### src/rtl/frac_pwm_pkg.sv
package frac_pwm_pkg;
    localparam int CTL_W   = 32;
    localparam int EN_BIT  = 31;
    localparam int REQ_BIT = 30;
    localparam int BU_LSB  = 8;
    localparam int DIV_W   = 8;

    typedef struct packed {
        logic en;
        logic req;
    } ctl_flags_t;

    function automatic ctl_flags_t get_flags(input logic [CTL_W-1:0] word);
        ctl_flags_t f;
        f.en  = word[EN_BIT];
        f.req = word[REQ_BIT];
        return f;
    endfunction
endpackage

### src/rtl/frac_pwm_regs.sv
module frac_pwm_regs
    import frac_pwm_pkg::*;
#(
    parameter int BU_W = 16
) (
    input  logic                clk,
    input  logic                rst,
    input  logic                wr_en,
    input  logic [CTL_W-1:0]    wr_data,
    input  logic                commit,
    output logic                en_q,
    output logic                pend_q,
    output logic [BU_W-1:0]     sh_bu,
    output logic [DIV_W-1:0]    sh_div,
    output logic [CTL_W-1:0]    rd_data
);
    localparam int TOP_USED = BU_LSB + BU_W;

    ctl_flags_t wf;
    assign wf = get_flags(wr_data);

    generate
        if (TOP_USED < REQ_BIT) begin : g_spare
            logic unused_spare;
            assign unused_spare = ^wr_data[REQ_BIT-1:TOP_USED];
        end
    endgenerate

    always_ff @(posedge clk) begin
        if (rst) begin
            en_q   <= 1'b0;
            pend_q <= 1'b0;
            sh_bu  <= '0;
            sh_div <= '0;
        end else begin
            if (wr_en) begin
                en_q   <= wf.en;
                sh_bu  <= wr_data[BU_LSB +: BU_W];
                sh_div <= wr_data[DIV_W-1:0];
            end
            if (wr_en && wf.req)
                pend_q <= 1'b1;
            else if (commit)
                pend_q <= 1'b0;
        end
    end

    always_comb begin
        rd_data                 = '0;
        rd_data[EN_BIT]         = en_q;
        rd_data[REQ_BIT]        = pend_q;
        rd_data[BU_LSB +: BU_W] = sh_bu;
        rd_data[DIV_W-1:0]      = sh_div;
    end
endmodule

### src/rtl/frac_pwm_accum.sv
module frac_pwm_accum
    import frac_pwm_pkg::*;
#(
    parameter int BU_W = 16
) (
    input  logic              clk,
    input  logic              rst,
    input  logic              en,
    input  logic              pend,
    input  logic [BU_W-1:0]   sh_bu,
    input  logic [DIV_W-1:0]  sh_div,
    output logic [BU_W-1:0]   act_bu,
    output logic [DIV_W-1:0]  act_div,
    output logic [DIV_W-1:0]  acc_top,
    output logic              running,
    output logic              commit
);
    logic [BU_W-1:0] acc;
    logic [BU_W:0]   sum;
    logic            cyc_start;

    always_comb begin
        sum       = {1'b0, acc} + {1'b0, act_bu};
        running   = en && (act_bu != '0);
        cyc_start = running ? sum[BU_W] : 1'b1;
        commit    = cyc_start && pend;
    end

    assign acc_top = acc[BU_W-1 -: DIV_W];

    always_ff @(posedge clk) begin
        if (rst) begin
            acc     <= '0;
            act_bu  <= '0;
            act_div <= '0;
        end else begin
            acc <= en ? sum[BU_W-1:0] : '0;
            if (commit) begin
                act_bu  <= sh_bu;
                act_div <= sh_div;
            end
        end
    end
endmodule

### src/rtl/frac_pwm_duty.sv
module frac_pwm_duty
    import frac_pwm_pkg::*;
(
    input  logic             running,
    input  logic [DIV_W-1:0] acc_top,
    input  logic [DIV_W-1:0] act_div,
    output logic             pwm_out
);
    assign pwm_out = running && (acc_top >= act_div);
endmodule

### src/rtl/frac_pwm.sv
module frac_pwm
    import frac_pwm_pkg::*;
#(
    parameter int BU_W = 16
) (
    input  logic        clk,
    input  logic        rst,
    input  logic        wr_en,
    input  logic [31:0] wr_data,
    output logic [31:0] rd_data,
    output logic        pwm_out
);
    logic             en_q, pend_q, running, commit;
    logic [BU_W-1:0]  sh_bu, act_bu;
    logic [DIV_W-1:0] sh_div, act_div, acc_top;

    frac_pwm_regs #(.BU_W(BU_W)) u_regs (
        .clk(clk), .rst(rst), .wr_en(wr_en), .wr_data(wr_data),
        .commit(commit), .en_q(en_q), .pend_q(pend_q),
        .sh_bu(sh_bu), .sh_div(sh_div), .rd_data(rd_data)
    );

    frac_pwm_accum #(.BU_W(BU_W)) u_accum (
        .clk(clk), .rst(rst), .en(en_q), .pend(pend_q),
        .sh_bu(sh_bu), .sh_div(sh_div), .act_bu(act_bu), .act_div(act_div),
        .acc_top(acc_top), .running(running), .commit(commit)
    );

    frac_pwm_duty u_duty (
        .running(running), .acc_top(acc_top), .act_div(act_div),
        .pwm_out(pwm_out)
    );
endmodule

### config.mk
export PLATFORM = sky130hd
export DESIGN_NAME = frac_pwm
export DESIGN_NICKNAME = d
export VERILOG_FILES = /design/src/rtl/frac_pwm_pkg.sv /design/src/rtl/frac_pwm_regs.sv /design/src/rtl/frac_pwm_accum.sv /design/src/rtl/frac_pwm_duty.sv /design/src/rtl/frac_pwm.sv
export SDC_FILE = /design/constraint.sdc
export NUM_CORES = 1
export LEC_CHECK = 0
export ABC_CLOCK_PERIOD_IN_PS = 4160
export BUFFER_PORTS_ARGS = -buffer_cell sky130_fd_sc_hd__clkbuf_2
export CORE_ASPECT_RATIO = 0.9
export CORE_MARGIN = 1
export CORE_UTILIZATION = 47
export CTS_CLUSTER_SIZE = 25
export DETAILED_ROUTE_END_ITERATION = 10
export MAX_ROUTING_LAYER = met4
export PLACE_DENSITY = 0.67
export SKIP_LAST_GASP = 1
export SYNTH_ARGS = -nofsm -noshare
export SYNTH_HDL_FRONTEND = slang
export SYNTH_SLANG_ARGS = --single-unit
### constraint.sdc
create_clock -name clk -period 4.16 [get_ports clk]
set_input_delay 0.832 -clock clk [delete_from_list [all_inputs] [get_ports clk]]
set_output_delay 0.832 -clock clk [all_outputs]
set_load 0.05 [all_outputs]
==> metrics.txt, run 1 <==
filler instances about 650; final std cells w/o fill 511; unrepaired setup endpoints after global routing false; minimum clock period 3020 ps; Seq cells post-synth 66; status completed; register area approximately 1300 um^2; Die Width 92.5 um; cell area power density 352 nW/um^2; Vert. Die Dim 83.4 um; vias in the first global route 2411; r2r endpoint u_accum.act_bu[10]$_SDFFE_PP0P_; Post-Place Cells 495; yosys warns 0; IO Port Bufs 55; Worst Path Arrival 3290 ps; CP Capture Type register; Total Wirelength between 6 and 7 mm; cell chain of the critical path ha_1, fa_1, a21oi_1, and4b_1, o211ai_1, o31a_1, o31ai_4, buf_4, mux2i_1; CTS resizes 0; DRC viols 0; first-pass GRT wire length between 10 and 15 mm; Leak 1.74 nW; Synth-to-Final Area Change 14.0%; ys async rst share 0; Post-Synthesis Cells 362; worst r2r src u_accum.act_bu[0]$_SDFFE_PP0P_; Reg clk slew, reported paths 70 ps; Final Hold Vio Count 0; Max clock buf depth 2; Setup Fix Bufs, Post-CTS 0; Design Power 0.00139 W; row cnt 29; worst rel slew slack 0.439; post-route ant nets 0; CP startpoint kind register; Final Max Slew Viols 0; cell area after layout around 4000 um^2; top-count cell post-synth dfxtp_1; Root Buffer clkbuf_8; worst r2r path cells 9; max-cap viol count 0; synth cell count leaders 66 x dfxtp_1, 51 x mux2i_1, 51 x nand2b_1; post-synthesis sequential area ratio 0.382; latest clock arrival within the worst-skew pair 340 ps; Starting Density 0.489; Final setup viols 0; dpl hpwl 4.90 mm; NumNets Final 473; Hold Path Sink u_accum.act_div[6]$_SDFFE_PP0P_; fmax about 0.33 GHz; share of layout cells above drive strength 1 0.187; Synth top area share 0.382; Worst Path Max Fanout 14; htree depth 3; Flop pwr share 0.481; GPL Wtd Cong 0.821; GRT Overall Usage 0.190; wire length per cell roughly 13 um; dpl cell area 3740 um^2; clock share of power 0.392; Sw Ratio 0.276; core area a little over 7000 um^2; top cells by area, synth dfxtp_1 38%, mux2i_1 15%, nand2b_1 9.2%; number of enable flip-flop cells after synthesis 0; Mapped Area 3460 um^2; CTS tree built; Netlist cell types 43; Crit-path slowest cell o31ai_4; type of the worst setup path register to register; multi-input combinational cell area between 1500 and 2000 um^2; DIE AREA 7710 um^2; # IOs approximately 70; worst-margin pin slew 841 ps; Critical Path RT between 4000 and 5000 ps; Num CTS Buffers 9; clk_skew 7.71 ps; # diodes 0; largest net degree at the start of global routing 64; CP max stage delay 690 ps; Mean Syn Cell Area around 9.6 um^2; r2r setup slk 1140 ps; min-delay worst type register to register; Avg Vias per Cell 5.10; hold path depth 2; internal power 0.00100 W; Hold Buf Count CTS 0; antenna violations before repair 0; Post-synth top flop dfxtp_1; maximum vdd ir drop 0.000241 V; Synth area leader dfxtp_1; Sw Pwr 0.000384 W; total congestion overflow 0; Comb power frac 0.127; hold path startpoint u_accum.act_div[6]$_SDFFE_PP0P_; Vias 2608; fin crit share 0.727; setup TNS 0 ps; DR iter-0 viols 32; TritonCTS Sinks 66; drt pass-1 iters 4
## metal layers
layer	routed length, um	GRT usage
met1	3350	0.252
met2	2850	0.276
met3	302	0.0577
met4	97	0.0597
met5	0	-
## registers in the layout, summed over array words and instances, names as in the netlist
name and cells:
u_accum.act_bu 16, u_regs.sh_div 8, u_regs.sh_bu 16, u_regs.pend_q 1
u_regs.en_q 1, u_accum.act_div 8, u_accum.acc 16
## placed cells by master, fill, tap and decap left out, types with 5 or more instances in the layout
master / n
a211oi_1: 5
a21o_1: 7
a21oi_1: 13
clkbuf_2: 55
clkbuf_8: 10
conb_1: 6
dfxtp_1: 66
ha_1: 24
inv_1: 10
mux2i_1: 51
nand2_1: 10
nand2b_1: 51
nor2_1: 41
nor3b_1: 5
o21ai_0: 5
xor2_1: 5
## critical path, delay by kind of cell, from the launching register on
| family | cells | cell delay, ps |
|---|---|---|
| buffers and inverters | 1 | 390 |
| DFF | 1 | 360 |
| and+or+nand+nor | 1 | 270 |
| AOI/OAI and AO/OA | 4 | 1260 |
| adders and majority gates | 2 | 440 |
| muxes | 1 | 220 |
## logic make-up after synthesis
family / synth area share
flops: 0.382
fa+ha+maj: 0.0926
buf+inv: 0.0528
other cells: 0.00108
mux: 0.148
compound gates: 0.0944
xor+xnor: 0.0228
simple gates: 0.207
## area by class of cell
type | count | share of cell area
Multi-Input combinational cell | 269 | 0.501
Tap cell | 93 | 0.0295
Clock inverter | 6 | 0.0165
Clock buffer | 10 | 0.0349
Sequential cell | 66 | 0.335
Inverter | 10 | 0.00952
Timing Repair Buffer | 57 | 0.0736
## per-stage QoR
| stage | utilization | setup WS, ps | hold WS, ps |
|---|---|---|---|
| 2_1_floorplan | - | 1120 | 449 |
| 6_report | 0.557 | 1140 | 479 |
| 5_1_grt | 0.557 | 938 | 498 |
| 4_1_cts | 0.557 | 1140 | 481 |
| 3_3_place_gp | 0.529 | 1210 | 460 |
| 3_5_place_dp | 0.529 | 1150 | 464 |
## power groups by stage
| stage | Combinational, W | Clock (W) | Sequential (W) |
|---|---|---|---|
| after floorplan | 0.0000996 | 0 | 0.000726 |
| after global placement | 0.000175 | 0 | 0.000681 |
| after detailed placement | 0.000177 | 0 | 0.000682 |
| after CTS | 0.000178 | 0.000558 | 0.000667 |
| after global routing | 0.000189 | 0.000590 | 0.000670 |
| final | 0.000176 | 0.000544 | 0.000667 |
## worst max path at each step
| stage | to | slack, ps | cells after the start | startpoint |
|---|---|---|---|---|
| floorplan | pwm_out | 1120 | 8 | u_accum.acc[8]$_SDFF_PP0_ |
| global placement | u_accum.act_bu[4]$_SDFFE_PP0P_ | 1210 | 9 | u_accum.act_bu[0]$_SDFFE_PP0P_ |
| detailed placement | u_accum.act_bu[6]$_SDFFE_PP0P_ | 1150 | 9 | u_accum.act_bu[0]$_SDFFE_PP0P_ |
| CTS | u_accum.act_bu[6]$_SDFFE_PP0P_ | 1140 | 9 | u_accum.act_bu[0]$_SDFFE_PP0P_ |
| global route | u_accum.act_bu[10]$_SDFFE_PP0P_ | 940 | 9 | u_accum.act_bu[0]$_SDFFE_PP0P_ |
| finish | u_accum.act_bu[10]$_SDFFE_PP0P_ | 1140 | 9 | u_accum.act_bu[0]$_SDFFE_PP0P_ |
No activity file was read; power rests on OpenSTA's default activity.
==> inputs of run 2 (changes only) <==
ABC_AREA = 1   (was not set)
ABC_CLOCK_PERIOD_IN_PS = 2500   (was 4160)
PLACE_DENSITY = 0.69   (was 0.67)
clock period = 2.5 ns   (was 4.16 ns; I/O delays follow)
==> metrics.txt, run 2 <==
status completed; filler instances 688; type of the worst setup path register to primary output; Worst Path Max Fanout 2; buffers plus inverters on the worst setup path 3; row cnt 29; IO Port Bufs 55; ys async rst share 0; Seq cells post-synth 66; DRC viols 0; DR iter-0 viols 97; Num CTS Buffers 9; Root Buffer clkbuf_8; Leak 1.97 nW; Reg clk slew, reported paths 80 ps; most frequent cells in the layout 85 x nand2_1, 65 x dfxtp_1, 62 x nor2_1, 61 x inv_1; minimum clock period 2380 ps; worst rel slew slack 0.628; multi-input combinational cell area ~1800 um^2; Worst Path Arrival 1880 ps; Total Wirelength 7.37 mm; yosys warns 0; Synth-to-Final Area Change 13.6%; Hold Buf Count CTS 0; # IOs around 70; DIE AREA roughly 7900 um^2; Post-synth top flop dfxtp_1; largest net degree at the start of global routing 45; CP max stage delay approximately 360 ps; antenna violations before repair 0; Largest regs u_accum.acc (16), u_accum.act_bu (16), u_regs.sh_bu (16); Final setup viols 0; NumNets Final around 600; fin crit share 0.953; wire length per cell 11.5 um; CP delay by family, top simple AND/OR/NAND/NOR gates; post-synthesis sequential area ratio 0.372; Max clock buf depth 2; Setup Fix Bufs, Post-CTS 0; top cells by area, synth dfxtp_1 37%, nand2_1 9.0%, ha_1 8.5%; first-pass GRT wire length 13.0 mm; vias in the first global route 2880; max-cap viol count 0; drt pass-1 iters 4; Vias just over 3000; total congestion overflow 0; Vert. Die Dim 84.5 um; Hold WS 356 ps; TritonCTS Sinks 66; clk_skew 13.5 ps; fmax 0.420 GHz; top-count cell post-synth nand2_1; Avg Vias per Cell around 4.8; post-route ant nets 0; core area ~7200 um^2; synth cell count leaders 85 x nand2_1, 66 x dfxtp_1, 62 x nor2_1; CP Capture Type primary output; share of layout cells above drive strength 1 0.200; worst-margin pin slew 558 ps; Final Max Slew Viols 0; dpl hpwl 5.50 mm; CTS resizes 0; Final Hold Vio Count 0; htree depth 3; Netlist cell types 29; Crit-path slowest cell dfxtp_1; cell area power density 632 nW/um^2; Synth top area share 0.372; # diodes 0; Synth area leader dfxtp_1; Post-Synthesis Cells 493; register area 1320 um^2; GRT Overall Usage 0.214; CP startpoint kind register; GPL Wtd Cong 0.857; Critical Path RT 2000 ps; min-delay worst type input port to register; setup TNS 0 ps; CTS tree built; Starting Density 0.495; Die Width between 90 and 100 um; latest clock arrival within the worst-skew pair 360 ps; unrepaired setup endpoints after global routing false; commonest non-fill, non-tap cell in the layout nand2_1; maximum vdd ir drop 0.000399 V; Mean Syn Cell Area 7.21 um^2; number of enable flip-flop cells after synthesis 0; cell chain of the critical path inv_1, ha_1, nand2_1, nor2_1, nand4_1, o2111ai_1, nand2_1, inv_1, clkbuf_2; Mapped Area approximately 3600 um^2
==> run 2: cell types whose count changed after synthesis, sizes merged, moves of 21 or more <==
cell,change
a21oi,+63
nand3,+30
nand2b,-51
o21ai,+28
nand2,+78
mux2i,-51
inv,+54
nor2,+21
==> run 2: cells by family after synthesis <==
kind of cell | count (synthesis) | synth area share
other | 1 | 0.00106
and+or+nand+nor | 193 | 0.227
DFF | 66 | 0.372
buffers and inverters | 93 | 0.121
adders and majority gates | 25 | 0.0901
AOI/OAI and AO/OA | 115 | 0.189
==> run 2: cell type report <==
cell class,count,area share
flip-flops and latches,66,0.328
multi-input cells,339,0.451
inverters,64,0.0595
well taps,93,0.0288
repair buffers,61,0.0825
clock buffers,10,0.0341
clock inverters,6,0.0158
==> run 2: power by group <==
group	internal (W)	switching (W)	leakage (nW)
logic	0.000142	0.000323	1.33
clock network	0.000487	0.000443	0.0987
registers	0.00111	0.0000476	0.542
total	0.00174	0.000813	1.97
==> run 2: path summary, 6_finish.rpt <==
path	depth (start not counted)	from	to	slack, ps
worst min-delay path	2	rst	u_regs.pend_q$_SDFFE_PP0P_	360
worst min register to register	2	u_regs.sh_bu[4]$_SDFFE_PP0P_	u_regs.sh_bu[4]$_SDFFE_PP0P_	480
worst max register to register	11	u_accum.act_bu[0]$_SDFFE_PP0P_	u_accum.act_div[7]$_SDFFE_PP0P_	290
worst max-delay path	9	u_accum.act_div[6]$_SDFFE_PP0P_	pwm_out	120
==> run 2: per-layer routing <==
layer | share of wire | GRT usage | wire (um)
met2 | 0.42 | 0.305 | 3070
met3 | 0.038 | 0.0516 | 279
met4 | 0.012 | 0.0615 | 87
met1 | 0.53 | 0.299 | 3930
met5 | 0 | - | 0
==> run 2: worst reg2reg max path, stage by stage, from the launching register on <==
cell and delay, ps:
dfxtp_1 340, ha_1 220, fa_1 410, nand3_1 100, nand3_2 100, nand2_1 70, nand2_1 110, nand2_2 100
nand3_2 170, buf_12 260, a21oi_1 170, nor2_1 60
==> run 2: per-stage QoR <==
step / instances / worst slack (ps) / total power [W] / utilization / instance area (um^2)
2_1_floorplan: 498 / 568 / 0.00156 / - / 3570
4_1_cts: 639 / 99.5 / 0.00257 / 0.562 / 4040
5_1_grt: 639 / 1.88 / 0.00268 / 0.562 / 4040
3_3_place_gp: 623 / 350 / 0.00164 / 0.534 / 3830
6_report: 639 / 117 / 0.00255 / 0.562 / 4040
3_5_place_dp: 623 / 314 / 0.00165 / 0.534 / 3830
==> inputs of run 3 (changes only) <==
ABC_AREA = not set   (was 1)
==> metrics.txt, run 3 (same netlist as run 1, synthesis figures left out) <==
DRC viols 0; final std cells w/o fill roughly 520; post-route ant nets 0; CP Capture Type primary output; Met3 Routed Length between 200 and 300 um; worst r2r path cells 9; Comb power frac 0.134; core area 7080 um^2; Max clock buf depth 2; Critical Path RT 2000 ps; antenna violations before repair 0; dpl hpwl 4.99 mm; status finished, violations left; Final Hold Vio Count 0; M1 WL around 3.5 mm; fmax 0.395 GHz; share of layout cells above drive strength 1 0.244; largest net degree at the start of global routing 46; Starting Density 0.489; Num CTS Buffers 9; Worst Path Max Fanout 3; # diodes 0; Flop pwr share 0.470; fin crit share 1.01; Die Width ~90 um; Highest Signal Layer met4; Largest regs u_accum.acc (16), u_accum.act_bu (16), u_regs.sh_bu (16); failing checks negative setup slack; IO Port Bufs 55; cell chain of the critical path or4_4, o41ai_4, buf_4, a211oi_2, clkbuf_8; # IOs 68; clk_skew 11.6 ps; Root Buffer clkbuf_8; cell area power density 565 nW/um^2; Hold Buf Count CTS 0; Sw Ratio 0.291; Sw Pwr 0.000686 W; row cnt 29; internal power 0.00167 W; DR WL met2 approximately 3.1 mm; clock share of power 0.396; most frequent cells in the layout 62 x dfxtp_1, 54 x clkbuf_2, 51 x mux2i_1, 50 x nand2b_1, 41 x nor2_1; Leak between 1.5 and 2 nW; minimum clock period 2530 ps; CTS tree built; Crit-path slowest cell or4_4; Reg clk slew, reported paths 80 ps; Final Max Slew Viols 0; maximum vdd ir drop 0.000410 V; wire length per cell 13.4 um; Vias between 2000 and 3000; final setup margin -33.2 ps; worst-margin pin slew about 840 ps; Avg Vias per Cell 5.14; commonest non-fill, non-tap cell in the layout dfxtp_1; htree depth 3; Final setup viols 1; total congestion overflow 0; DIE AREA 7710 um^2; vias in the first global route 2534; GRT Overall Usage 0.195; Total Wirelength 6.98 mm; Synth-to-Final Area Change 20.7%; CP max stage delay 580 ps; min-delay worst type input port to register; DR iter-0 viols 74; max-cap viol count 0; TritonCTS Sinks 66; latest clock arrival within the worst-skew pair 350 ps; worst rel slew slack 0.440; r2r setup slk 80 ps; drt pass-1 iters 4; hold path depth 3; unrepaired setup endpoints after global routing true; Post-Place Cells 502; type of the worst setup path register to primary output; first-pass GRT wire length 11.6 mm; Final Util 0.590; Worst Path Arrival 2030 ps; NumNets Final 485; CP startpoint kind register; GPL Wtd Cong 0.796; Vert. Die Dim roughly 83 um
-- run 3: per-layer routing --
layer	GRT usage	vias up
met5	-	-
met4	0.0653	0
met3	0.0559	9
met2	0.282	59
met1	0.259	1259
li1	-	1361
-- run 3: worst max-delay path: cells and delay by family (launching register included) --
family                 cells  cell delay [ps]
buffers and inverters      2              350
DFF                        1              370
and+or+nand+nor            1              580
AOI/OAI and AO/OA          2              390
-- run 3: path summary, 6_finish.rpt --
path                                   startpoint                              end
setup / recovery   u_accum.act_bu[2]$_SDFFE_PP0P_                          pwm_out
hold / removal                        wr_data[18]    u_regs.sh_bu[10]$_SDFFE_PP0P_
setup reg to reg   u_accum.act_bu[0]$_SDFFE_PP0P_  u_accum.act_bu[11]$_SDFFE_PP0P_
hold reg to reg   u_accum.act_div[4]$_SDFFE_PP0P_  u_accum.act_div[4]$_SDFFE_PP0P_
-- run 3: layout make-up --
cell class	count	area (um^2)
Tap cell	93	116
Clock inverter	7	82.6
Fill cell	644	2900
Clock buffer	9	124
Multi-Input combinational cell	269	2060
Inverter	10	37.5
Timing Repair Buffer	69	432
Sequential cell	66	1330
-- run 3: what timing repair did --
| item | in CTS | in global routing |
|---|---|---|
| buffers inserted | 1 | 3 |
| cloned | 0 | 1 |
| resized for setup | 10 | 9 |
| setup endpoints to repair | 1 | 27 |
| pin swaps | 6 | 7 |
| hold endpoints to repair | 0 | 0 |
-- run 3: power groups by stage --
| stage | combinational [W] | clock (W) | sequential [W] |
|---|---|---|---|
| 2_1_floorplan | 0.000167 | 0 | 0.00121 |
| 3_3_place_gp | 0.000300 | 0 | 0.00113 |
| 3_5_place_dp | 0.000304 | 0 | 0.00113 |
| 4_1_cts | 0.000312 | 0.000962 | 0.00111 |
| 5_1_grt | 0.000339 | 0.00101 | 0.00111 |
| 6_report | 0.000317 | 0.000934 | 0.00111 |
-- run 3: stage by stage --
| stage | TNS, ps | instance area, um^2 | setup slack [ps] | hold WS [ps] | power, W |
|---|---|---|---|---|---|
| finish | -33.2 | 4180 | -33.2 | 382 | 0.00236 |
| global route | -281 | 4180 | -119 | 383 | 0.00246 |
| CTS | -52.3 | 4090 | -52.3 | 368 | 0.00238 |
| detailed placement | 0 | 3820 | 43.1 | 465 | 0.00144 |
| global placement | 0 | 3820 | 107 | 463 | 0.00143 |
| floorplan | 0 | 3480 | 140 | 449 | 0.00137 |
